File: src/rtl/eth_txclk_pkg.sv
package eth_txclk_pkg;
  localparam int unsigned CFG_W = 32;
  localparam int unsigned DIV_W = 3;
  localparam int unsigned DLY_W = 2;

  // bit positions inside the configuration image
  localparam int unsigned SEL_BIT  = 4;
  localparam int unsigned DLY_LSB  = 5;
  localparam int unsigned DIV_LSB  = 7;
  localparam int unsigned GATE_BIT = 10;
  localparam int unsigned PHY_BIT  = 12;

  typedef struct packed {
    logic             phy_en;
    logic             gate_en;
    logic [DIV_W-1:0] div;
    logic [DLY_W-1:0] dly;
    logic             sel;
  } txclk_cfg_t;

  localparam txclk_cfg_t CFG_RST = '{
    phy_en:  1'b0,
    gate_en: 1'b0,
    div:     '0,
    dly:     DLY_W'(1),
    sel:     1'b0
  };
endpackage

File: src/rtl/txclk_cfg_reg.sv
module txclk_cfg_reg
  import eth_txclk_pkg::*;
#(
  parameter int unsigned W = CFG_W
) (
  input  logic         clk_i,
  input  logic         rst_ni,
  input  logic         we_i,
  input  logic [W-1:0] wdata_i,
  input  logic [W-1:0] wmask_i,
  output txclk_cfg_t   cfg_o
);
  txclk_cfg_t   cfg_q;
  logic [W-1:0] cur_img, nxt_img;
  logic         unused_img;

  always_comb begin
    cur_img                    = '0;
    cur_img[SEL_BIT]           = cfg_q.sel;
    cur_img[DLY_LSB +: DLY_W]  = cfg_q.dly;
    cur_img[DIV_LSB +: DIV_W]  = cfg_q.div;
    cur_img[GATE_BIT]          = cfg_q.gate_en;
    cur_img[PHY_BIT]           = cfg_q.phy_en;
    nxt_img = (cur_img & ~wmask_i) | (wdata_i & wmask_i);
  end

  // bits without a field are dropped
  assign unused_img = ^{nxt_img[W-1:PHY_BIT+1], nxt_img[GATE_BIT+1],
                        nxt_img[SEL_BIT-1:0]};

  always_ff @(posedge clk_i or negedge rst_ni) begin
    if (!rst_ni) begin
      cfg_q <= CFG_RST;
    end else if (we_i) begin
      cfg_q.sel     <= nxt_img[SEL_BIT];
      cfg_q.dly     <= nxt_img[DLY_LSB +: DLY_W];
      cfg_q.div     <= nxt_img[DIV_LSB +: DIV_W];
      cfg_q.gate_en <= nxt_img[GATE_BIT];
      cfg_q.phy_en  <= nxt_img[PHY_BIT];
    end
  end

  assign cfg_o = cfg_q;
endmodule

File: src/rtl/txclk_div.sv
module txclk_div #(
  parameter int unsigned DIV_W = 3
) (
  input  logic             clk_i,
  input  logic             rst_ni,
  input  logic             ref0_i,
  input  logic             ref1_i,
  input  logic             sel_i,
  input  logic [DIV_W-1:0] div_i,
  output logic             clk_o
);
  logic             act_sel_q;
  logic [DIV_W-1:0] act_div_q;
  logic [DIV_W-1:0] cnt_q;
  logic [DIV_W-1:0] term;
  logic             half_q;
  logic             src;
  logic             pend;

  assign src  = act_sel_q ? ref1_i : ref0_i;
  // field values 0 and 1 pass the source through
  assign term = (act_div_q < DIV_W'(2)) ? '0 : act_div_q - DIV_W'(1);
  assign pend = (sel_i != act_sel_q) || (div_i != act_div_q);

  always_ff @(posedge clk_i or negedge rst_ni) begin
    if (!rst_ni) begin
      act_sel_q <= 1'b0;
      act_div_q <= '0;
      cnt_q     <= '0;
      half_q    <= 1'b0;
    end else if (pend && !half_q) begin
      // adopt new select/ratio only in the low phase
      act_sel_q <= sel_i;
      act_div_q <= div_i;
      cnt_q     <= '0;
    end else if (src) begin
      if (cnt_q == term) begin
        cnt_q  <= '0;
        half_q <= ~half_q;
      end else begin
        cnt_q  <= cnt_q + 1'b1;
      end
    end
  end

  assign clk_o = half_q;
endmodule

File: src/rtl/txclk_dly.sv
module txclk_dly #(
  parameter int unsigned TAP_W = 2
) (
  input  logic             clk_i,
  input  logic             rst_ni,
  input  logic             d_i,
  input  logic             en_i,
  input  logic [TAP_W-1:0] tap_i,
  output logic             q_o
);
  localparam int unsigned STAGES = 1 << TAP_W;

  logic [STAGES-1:0] line_q;

  always_ff @(posedge clk_i or negedge rst_ni) begin
    if (!rst_ni) line_q <= '0;
    else         line_q <= {line_q[STAGES-2:0], d_i & en_i};
  end

  assign q_o = line_q[tap_i];
endmodule

File: src/rtl/eth_txclk_gen.sv
module eth_txclk_gen
  import eth_txclk_pkg::*;
#(
  parameter int unsigned W = CFG_W
) (
  input  logic         clk_i,
  input  logic         rst_ni,
  input  logic         ref0_i,
  input  logic         ref1_i,
  input  logic         cfg_we_i,
  input  logic [W-1:0] cfg_wdata_i,
  input  logic [W-1:0] cfg_wmask_i,
  output logic         tx_clk_o,
  output logic         phy_ref_o
);
  txclk_cfg_t cfg;
  logic       div_clk;
  logic       phy_q;

  txclk_cfg_reg #(.W(W)) u_cfg (
    .clk_i   (clk_i),
    .rst_ni  (rst_ni),
    .we_i    (cfg_we_i),
    .wdata_i (cfg_wdata_i),
    .wmask_i (cfg_wmask_i),
    .cfg_o   (cfg)
  );

  txclk_div #(.DIV_W(DIV_W)) u_div (
    .clk_i  (clk_i),
    .rst_ni (rst_ni),
    .ref0_i (ref0_i),
    .ref1_i (ref1_i),
    .sel_i  (cfg.sel),
    .div_i  (cfg.div),
    .clk_o  (div_clk)
  );

  txclk_dly #(.TAP_W(DLY_W)) u_dly (
    .clk_i  (clk_i),
    .rst_ni (rst_ni),
    .d_i    (div_clk),
    .en_i   (cfg.gate_en),
    .tap_i  (cfg.dly),
    .q_o    (tx_clk_o)
  );

  always_ff @(posedge clk_i or negedge rst_ni) begin
    if (!rst_ni) phy_q <= 1'b0;
    else         phy_q <= div_clk & cfg.phy_en;
  end

  assign phy_ref_o = phy_q;
endmodule

File: config.mk
export PLATFORM = sky130hd
export DESIGN_NAME = eth_txclk_gen
export DESIGN_NICKNAME = d
export VERILOG_FILES = /design/src/rtl/eth_txclk_pkg.sv /design/src/rtl/txclk_cfg_reg.sv /design/src/rtl/txclk_div.sv /design/src/rtl/txclk_dly.sv /design/src/rtl/eth_txclk_gen.sv
export SDC_FILE = /design/constraint.sdc
export NUM_CORES = 1
export LEC_CHECK = 0
export CAP_MARGIN = 0
export CORE_UTILIZATION = 35
export DETAILED_ROUTE_END_ITERATION = 8
export MAX_ROUTING_LAYER = met4
export PLACE_DENSITY_LB_ADDON = 0.1
export REMOVE_ABC_BUFFERS = 1
export SYNTH_ARGS = -nofsm -noshare
export SYNTH_HDL_FRONTEND = slang
export SYNTH_SLANG_ARGS = --single-unit
File: constraint.sdc
create_clock -name clk_i -period 2.89 [get_ports clk_i]
set_input_delay 0.578 -clock clk_i [delete_from_list [all_inputs] [get_ports clk_i]]
set_output_delay 0.578 -clock clk_i [all_outputs]
set_load 0.01 [all_outputs]
After elaboration in Yosys (flattened, before gate mapping)
Cells that the tools add are included.
{"block": "classes", "n_lt_le_gt_ge": 2, "n_bitwise": 8, "n_mux": 7, "n_eq_ne": 3, "reduce_logical": 5, "n_addsub": 2}
{"operator": "$and A13 B13 Y13", "count": 2}
{"operator": "$not A13 Y13", "count": 1}
{"operator": "$or A13 B13 Y13", "count": 1}
{"operator": "$mux W3", "count": 4}
{"operator": "$add A3 B1 Y3 const B", "count": 1}
{"operator": "$eq A3 B3 Y1", "count": 1}
{"operator": "$lt A2 B3 Y1 const B", "count": 1}
{"operator": "$lt A3 B2 Y1 const B", "count": 1}
{"operator": "$ne A3 B3 Y1", "count": 1}
{"operator": "$reduce_and A3 Y1", "count": 1}
{"operator": "$sub A3 B1 Y3 const B", "count": 1}
{"operator": "$and A1 B1 Y1", "count": 2}
{"operator": "$bmux W1 S2", "count": 1}
{"operator": "$mux W1", "count": 2}
{"operator": "$not A1 Y1", "count": 2}
{"operator": "$reduce_bool A2 Y1", "count": 1}
{"operator": "$logic_and A1 B1 Y1", "count": 1}
{"operator": "$logic_not A1 Y1", "count": 1}
{"operator": "$logic_or A1 B1 Y1", "count": 1}
{"operator": "$ne A1 B1 Y1", "count": 1}
{"block": "totals", "regBits": 21, "elab_cells": 38, "out_inout_bits": 2}

Longest topological paths before layout
Gate-level depths: netlist of the first run.
{"block": "depth", "depth_word": 6, "depth_mapped": 6, "depth_no_buf": 6}

Hierarchy
From an unflattened synthesis of the first run, not the netlist that was laid out.
{"block": "unflattened", "hier_cells": 85, "hier_area_um2": 1071.0}
{"mod": "txclk_div", "area_per_inst_um2": 548.0, "cells_each": 52, "instances": 1}
{"mod": "txclk_cfg_reg", "area_per_inst_um2": 362.8, "cells_each": 25, "instances": 1}
{"mod": "txclk_dly", "area_per_inst_um2": 128.9, "cells_each": 6, "instances": 1}
{"mod": "eth_txclk_gen", "area_per_inst_um2": 31.3, "cells_each": 2, "instances": 1}

Least setup slack after synthesis of the first run
No wires, ideal clock.
{"block": "synth_timing", "kind": "register to register", "startpoint": "register u_div.act_div_q[1]", "endpoint": "register u_div.half_q, in the netlist u_div.clk_o", "setup_slack_ns": 0.961, "path_buffers": 0, "path_stages_with_launch": 7, "arrival_time_ns": 1.801, "cell_sequence": "dfrtp_1 inv_1 ha_1 nor4bb_1 a311oi_2 a221oi_2 mux2_1"}
{"block": "synth_between", "elab_chain_cells": 5, "word_cells_on_any_way": 9}
{"item": "start, declared", "line_no": "txclk_div.sv:13", "rtl": "logic [DIV_W-1:0] act_div_q;"}
{"item": "start signal, assigned", "line_no": "txclk_div.sv:34", "rtl": "act_div_q <= div_i;"}
{"item": "branches (longest 4 deep; another with $sub A3 B1 Y3)"}
{"item": "$reduce_and A3 Y1 (no line) *"}
{"item": "end signal, assigned", "line_no": "txclk_div.sv:39", "rtl": "half_q <= ~half_q;"}
{"item": "end, declared", "line_no": "txclk_div.sv:16", "rtl": "logic half_q;"}
Mark *: on every way between the ends.
A chain may end at the register's enable or synchronous reset.

==> flow_summary.yaml, run 1 <==
run_status:
  status: "complete, no violations"
timing:
  setup_viol: 0
  slew_headroom_pct: 56.2
  hold_viol: 0
  fin_crit_sh_pct: 84.2
  tns_ns: 0
  worst_clock_skew_ns: 0.00109
  max_freq_ghz: 0.411
  min_period_ns: 2.43
  rsz0062_at_grt: "false"
  worstMarginPinSlew_ns: 0.639
  maxSlewViolCount: 0
  holdWs_ns: 0.386
clock_tree:
  insertion_delay_ns: 0.30
  cts_root_buf: "clkbuf_4"
  clk_pin_slew_worst_paths_ns: 0.11
  cts_setup_buffers: 0
  cts_max_path_buffers: 2
  cts_buffers: 3
  cts_sinks: 21
  cts_tree: "built"
  htreeDepth: 1
  cts_hold_buf: 0
  cts_resized: 0
die:
  ios: 71
  die_w_um: 56.5
  design.die.area_um2: 3200
  start_util_pct: 37.4
  num_rows: 19
  chipHeight_um: 56.5
  core_area_um2: 2780
logic_synthesis:
  yosysSeqAreaShare_pct: 50.6
  synth_edf_count: 0
  synth_flop_cell: "dfrtp_1"
  async_reset_ff_share_pct: 100
  synth_cell_types: 33
  synth_area_per_cell_um2: 12.1
  ys_warn_count: 0
  synth-seq-cells: 21
  netlist_area_um2: 1040
  synthesis.instances: 86
finish:
  area_growth_pct: 27.5
  diodes: 0
  nets: 183
  layout-drive-gt1-share_pct: 14.4
  n_fill_cell: 277
routing:
  vias_per_cell: 5.00
  vias: 710
  drt_iter0_drc: 14
  ant_nets: 0
  wirelength_um: 1800
  dr.pass1.iters: 3
  drc_errors: 0
  wire_per_inst_um: 12.7
run:
  cap_viol_max_count: 0
setup_path:
  worstSetupStartpointType: "flip-flop"
  r2r_cells: 6
  crit_type: "flip-flop to primary output"
  critPathCaptureType: "primary output"
  cp.arrival_ns: 1.85
  r2r_start: "u_div.act_div_q[1]$_DFFE_PN0P_"
  r2r_end: "u_div.clk_o$_DFFE_PN0P_"
  r2r_setup_slack_ns: 0.75
  cp_data_required_time_ns: 2.31
  worstPathMaxFanout: 2
power:
  p_int_uw: 595
  swShare_pct: 33.5
  seq_power_share_pct: 47.2
  combPwrFrac_pct: 37.3
  max-vdd-ir-drop_v: 0.000379
  power_switching_uw: 300
  power.density_nw_per_um2: 674
  pwr-share-clk_pct: 15.5
  p_leak_nw: 0.560
worst_hold_path:
  min_delay_worst_endpoint: "u_dly.line_q[3]$_DFF_PN0_"
  hold_depth: 0
  hold_start: "u_dly.line_q[2]$_DFF_PN0_"
  hold_class: "flip-flop to flip-flop"
grt:
  grt_pass1_wl_um: 3200
  grt_max_degree: 22
  gr-total-overflow: 0
  grt_pass1_vias: 704
  grt_use_total_pct: 13.5
  antenna_found_initial: 0
placed_design:
  dp_hpwl_um: 1410
  portBuffers: 22
  gp_congestion: 0.752
## how the worst max path moves through the flow
stage,depth (start not counted),endpoint
2_1_floorplan,6,u_div.clk_o$_DFFE_PN0P_
3_3_place_gp,6,u_div.clk_o$_DFFE_PN0P_
3_5_place_dp,4,u_div.cnt_q[2]$_DFFE_PN0P_
4_1_cts,2,tx_clk_o
5_1_grt,2,tx_clk_o
6_report,2,tx_clk_o
## layer usage
layer | global-route usage (%) | vias up | routed length, um
met5 | - | - | 0
met4 | 6.27 | 0 | 19
met3 | 2.76 | 2 | 58
met2 | 20.5 | 12 | 845
met1 | 17.4 | 335 | 875
li1 | - | 361 | -
## power groups by stage
stage	Combinational [mW]	Sequential, mW	Clock, mW
finish	0.334	0.422	0.138
global route	0.370	0.435	0.164
CTS	0.338	0.422	0.150
detailed placement	0.336	0.429	0
global placement	0.329	0.427	0
floorplan	0.250	0.412	0
## final cells by class
type | count | area [um^2] | area share [%]
clock buffers | 3 | 22.5 | 1.70
repair buffers | 23 | 228 | 17.2
multi-input cells | 60 | 495 | 37.3
well taps | 31 | 38.8 | 2.92
clock inverters | 1 | 5.00 | 0.377
inverters | 3 | 11.3 | 0.848
flip-flops and latches | 21 | 527 | 39.7
## Yosys cell counts, types with 2 or more instances
| cell | instances | area share (%) |
|---|---|---|
| and2_1 | 2 | 1.2 |
| clkbuf_1 | 2 | 0.72 |
| dfrtp_1 | 20 | 48 |
| ha_1 | 2 | 2.4 |
| inv_1 | 3 | 1.1 |
| mux2_1 | 7 | 7.6 |
| mux2_2 | 6 | 6.5 |
| mux2i_1 | 2 | 1.9 |
| nand2_1 | 10 | 3.6 |
| nand4_1 | 2 | 1.2 |
| nor2_1 | 2 | 0.72 |
| nor2b_1 | 3 | 1.8 |
| o21bai_1 | 2 | 1.4 |
| xnor2_1 | 4 | 3.4 |
## stage by stage
step	instance area, um^2	cells	util [%]	setup slack [ns]	power [mW]
after global placement	1300	138	46.7	0.791	0.755
after detailed placement	1300	138	46.7	0.771	0.765
after floorplan	1030	84	-	0.961	0.662
final	1330	142	47.7	0.457	0.894
after CTS	1330	142	47.7	0.431	0.910
after global routing	1330	142	47.7	0.384	0.969
## cells by family (layout without fill, tap and decap cells)
logic type	count (synthesis)	in the layout	share of synthesized area [%]
compound gates	10	10	8.29
simple gates	27	27	14.5
flops	21	21	50.6
xor+xnor	5	5	4.21
mux	16	16	18.1
fa+ha+maj	2	2	2.40
buf+inv	5	30	1.80
## cell usage in the layout, fill, tap and decap left out
master	n
clkdlybuf4s50_1	22
dfrtp_1	20
nand2_1	10
mux2_1	7
mux2_2	6
xnor2_1	4
inv_1	3
nor2b_1	3
clkbuf_4	3
and2_1	2
nand4_1	2
mux2i_1	2
nor2_1	2
o21bai_1	2
ha_1	2
mux4_2	1
or2_1	1
xor2_1	1
nor4_1	1
nor4bb_1	1
a311oi_2	1
and3b_1	1
o21ai_0	1
or3_4	1
a221oi_2	1
a41oi_1	1
nor3_1	1
a2111oi_0	1
a21oi_1	1
nor4b_1	1
or3_1	1
a22oi_1	1
o22ai_1	1
dfstp_2	1
clkinv_2	1
buf_4	1
## critical path: stages (launching register included)
cell             delay, ns
dfstp_2               0.57
mux4_2                0.50
clkdlybuf4s50_1       0.49
No activity file was read; power rests on OpenSTA's default activity.
==> run 2, diff against run 1 <==
- CORE_UTILIZATION: 35 -> 31
- clock period: 2.89 -> 2.1 ns (I/O delays scaled with it)
==> flow_summary.yaml, run 2 (synthesis results as in run 1) <==
grt:
  antenna_found_initial: 0
  grt_pass1_wl_um: 3290
  gr-total-overflow: 0
  grt_max_degree: 22
  grt_use_total_pct: 13.0
  grt_pass1_vias: 754
clock_tree:
  cts_tree: "built"
  cts_sinks: 21
  cts_max_path_buffers: 2
  htreeDepth: 1
  clk_pin_slew_worst_paths_ns: 0.12
  insertion_delay_ns: 0.30
  cts_hold_buf: 0
  cts_buffers: 3
  cts_root_buf: "clkbuf_4"
setup_path:
  r2r_start: "u_div.act_div_q[0]$_DFFE_PN0P_"
  r2r_setup_slack_ns: 0.11
  cp.arrival_ns: 1.62
  cp_slowest_stage_delay_ns: 0.57
  crit_type: "flip-flop to primary output"
  path_cells: "mux4_2 -> clkdlybuf4s15_1"
  critPathCaptureType: "primary output"
  worstPathMaxFanout: 2
  worstSetupStartpointType: "flip-flop"
  cp_data_required_time_ns: 1.68
  cpMaxStageDelayCell: "dfstp_2"
  r2r_cells: 6
  r2r_end: "u_div.clk_o$_DFFE_PN0P_"
timing:
  tns_ns: 0
  fin_crit_sh_pct: 97.1
  setup_viol: 0
  max_freq_ghz: 0.490
  min_period_ns: 2.04
  worst_clock_skew_ns: 0.00639
  maxSlewViolCount: 0
  hold_viol: 0
  slew_headroom_pct: 71.1
  rsz0062_at_grt: "false"
  holdWs_ns: 0.387
  worstMarginPinSlew_ns: 0.428
routing:
  ant_nets: 0
  dr.pass1.iters: 3
  vias_per_cell: 4.63
  drc_errors: 0
  wire_per_inst_um: 11.6
  vias: 741
  drt_iter0_drc: 9
  wirelength_um: 1860
finish:
  diodes: 0
  fin_util_pct: 44.2
  nets: 188
  multi_input_area_um2: 495
  layout_commonest_cell: "clkdlybuf4s50_1"
  layout-drive-gt1-share_pct: 18.1
  regArea_um2: 527
  n_fill_cell: 313
  final_cell_mix: "clkdlybuf4s50_1 (21), dfrtp_1 (20), nand2_1 (10), mux2_1 (7)"
  area_growth_pct: 32.7
worst_hold_path:
  hold_depth: 0
  hold_class: "flip-flop to flip-flop"
  min_delay_worst_endpoint: "u_dly.line_q[2]$_DFF_PN0_"
  hold_start: "u_dly.line_q[1]$_DFF_PN0_"
placed_design:
  gp_congestion: 0.734
  portBuffers: 22
  dp_hpwl_um: 1490
die:
  die_w_um: 60.0
  num_rows: 20
  design.die.area_um2: 3590
  ios: 71
  core_area_um2: 3130
  start_util_pct: 33.3
  chipHeight_um: 60.0
power:
  power.density_nw_per_um2: 935
  p_leak_nw: 0.584
  max-vdd-ir-drop_v: 0.000331
run:
  cap_viol_max_count: 0
run_status:
  status: "complete, no violations"
[run 2: layout make-up]
cell class / instances / area share (%)
Sequential cell: 21 / 38.1
Multi-Input combinational cell: 60 / 35.9
Timing Repair Buffer: 28 / 19.2
Tap cell: 44 / 3.99
Clock buffer: 3 / 1.63
Inverter: 3 / 0.815
Clock inverter: 1 / 0.362
[run 2: worst max-delay path, delay by kind of cell, from the launching register on]
family,cells,cell delay (ns)
flip-flops,1,0.57
multiplexers,1,0.50
buffers and inverters,1,0.25
[run 2: per-stage QoR]
step	cell area [um^2]	power, mW	setup slack [ns]	instances
global placement	1350	1.10	0.113	155
global route	1380	1.40	0.00549	160
CTS	1370	1.32	0.0259	159
finish	1380	1.29	0.0600	160
detailed placement	1350	1.12	0.0826	155
floorplan	1030	0.911	0.171	84
[run 2: worst max-delay path by stage]
| stage | start | to | slack, ns | depth (start not counted) |
|---|---|---|---|---|
| finish | flip-flop | tx_clk_o | 0.06 | 2 |
| global route | flip-flop | tx_clk_o | 0.005 | 2 |
| CTS | flip-flop | tx_clk_o | 0.03 | 2 |
| detailed placement | u_div.act_div_q[0]$_DFFE_PN0P_ | u_div.clk_o$_DFFE_PN0P_ | 0.08 | 6 |
| global placement | u_div.act_div_q[0]$_DFFE_PN0P_ | u_div.clk_o$_DFFE_PN0P_ | 0.11 | 6 |
| floorplan | u_div.act_div_q[1]$_DFFE_PN0P_ | u_div.clk_o$_DFFE_PN0P_ | 0.17 | 6 |
[run 2: timing repair]
item                                    CTS  global route
endpoints found under the setup margin    1             1
setup buffers                             0             1
pin swaps                                 0             2
gates resized for setup                   2             0
[run 2: routing by layer]
metal  GRT usage, %  vias up  part of all wire [%]
li1               -      375                     -
met5              -        -                     0
met3           3.03        2                   3.2
met2           20.6       12                    51
met1           14.8      352                    44
met4           7.97        0                   1.3
[run 2: report_power, final]
group          total (mW)  internal (mW)  switching (mW)  leakage (nW)
sequential          0.567          0.490          0.0765         0.264
clock               0.195         0.0710           0.124        0.0177
combinational       0.529          0.303           0.226         0.302
total                1.29          0.865           0.427         0.584
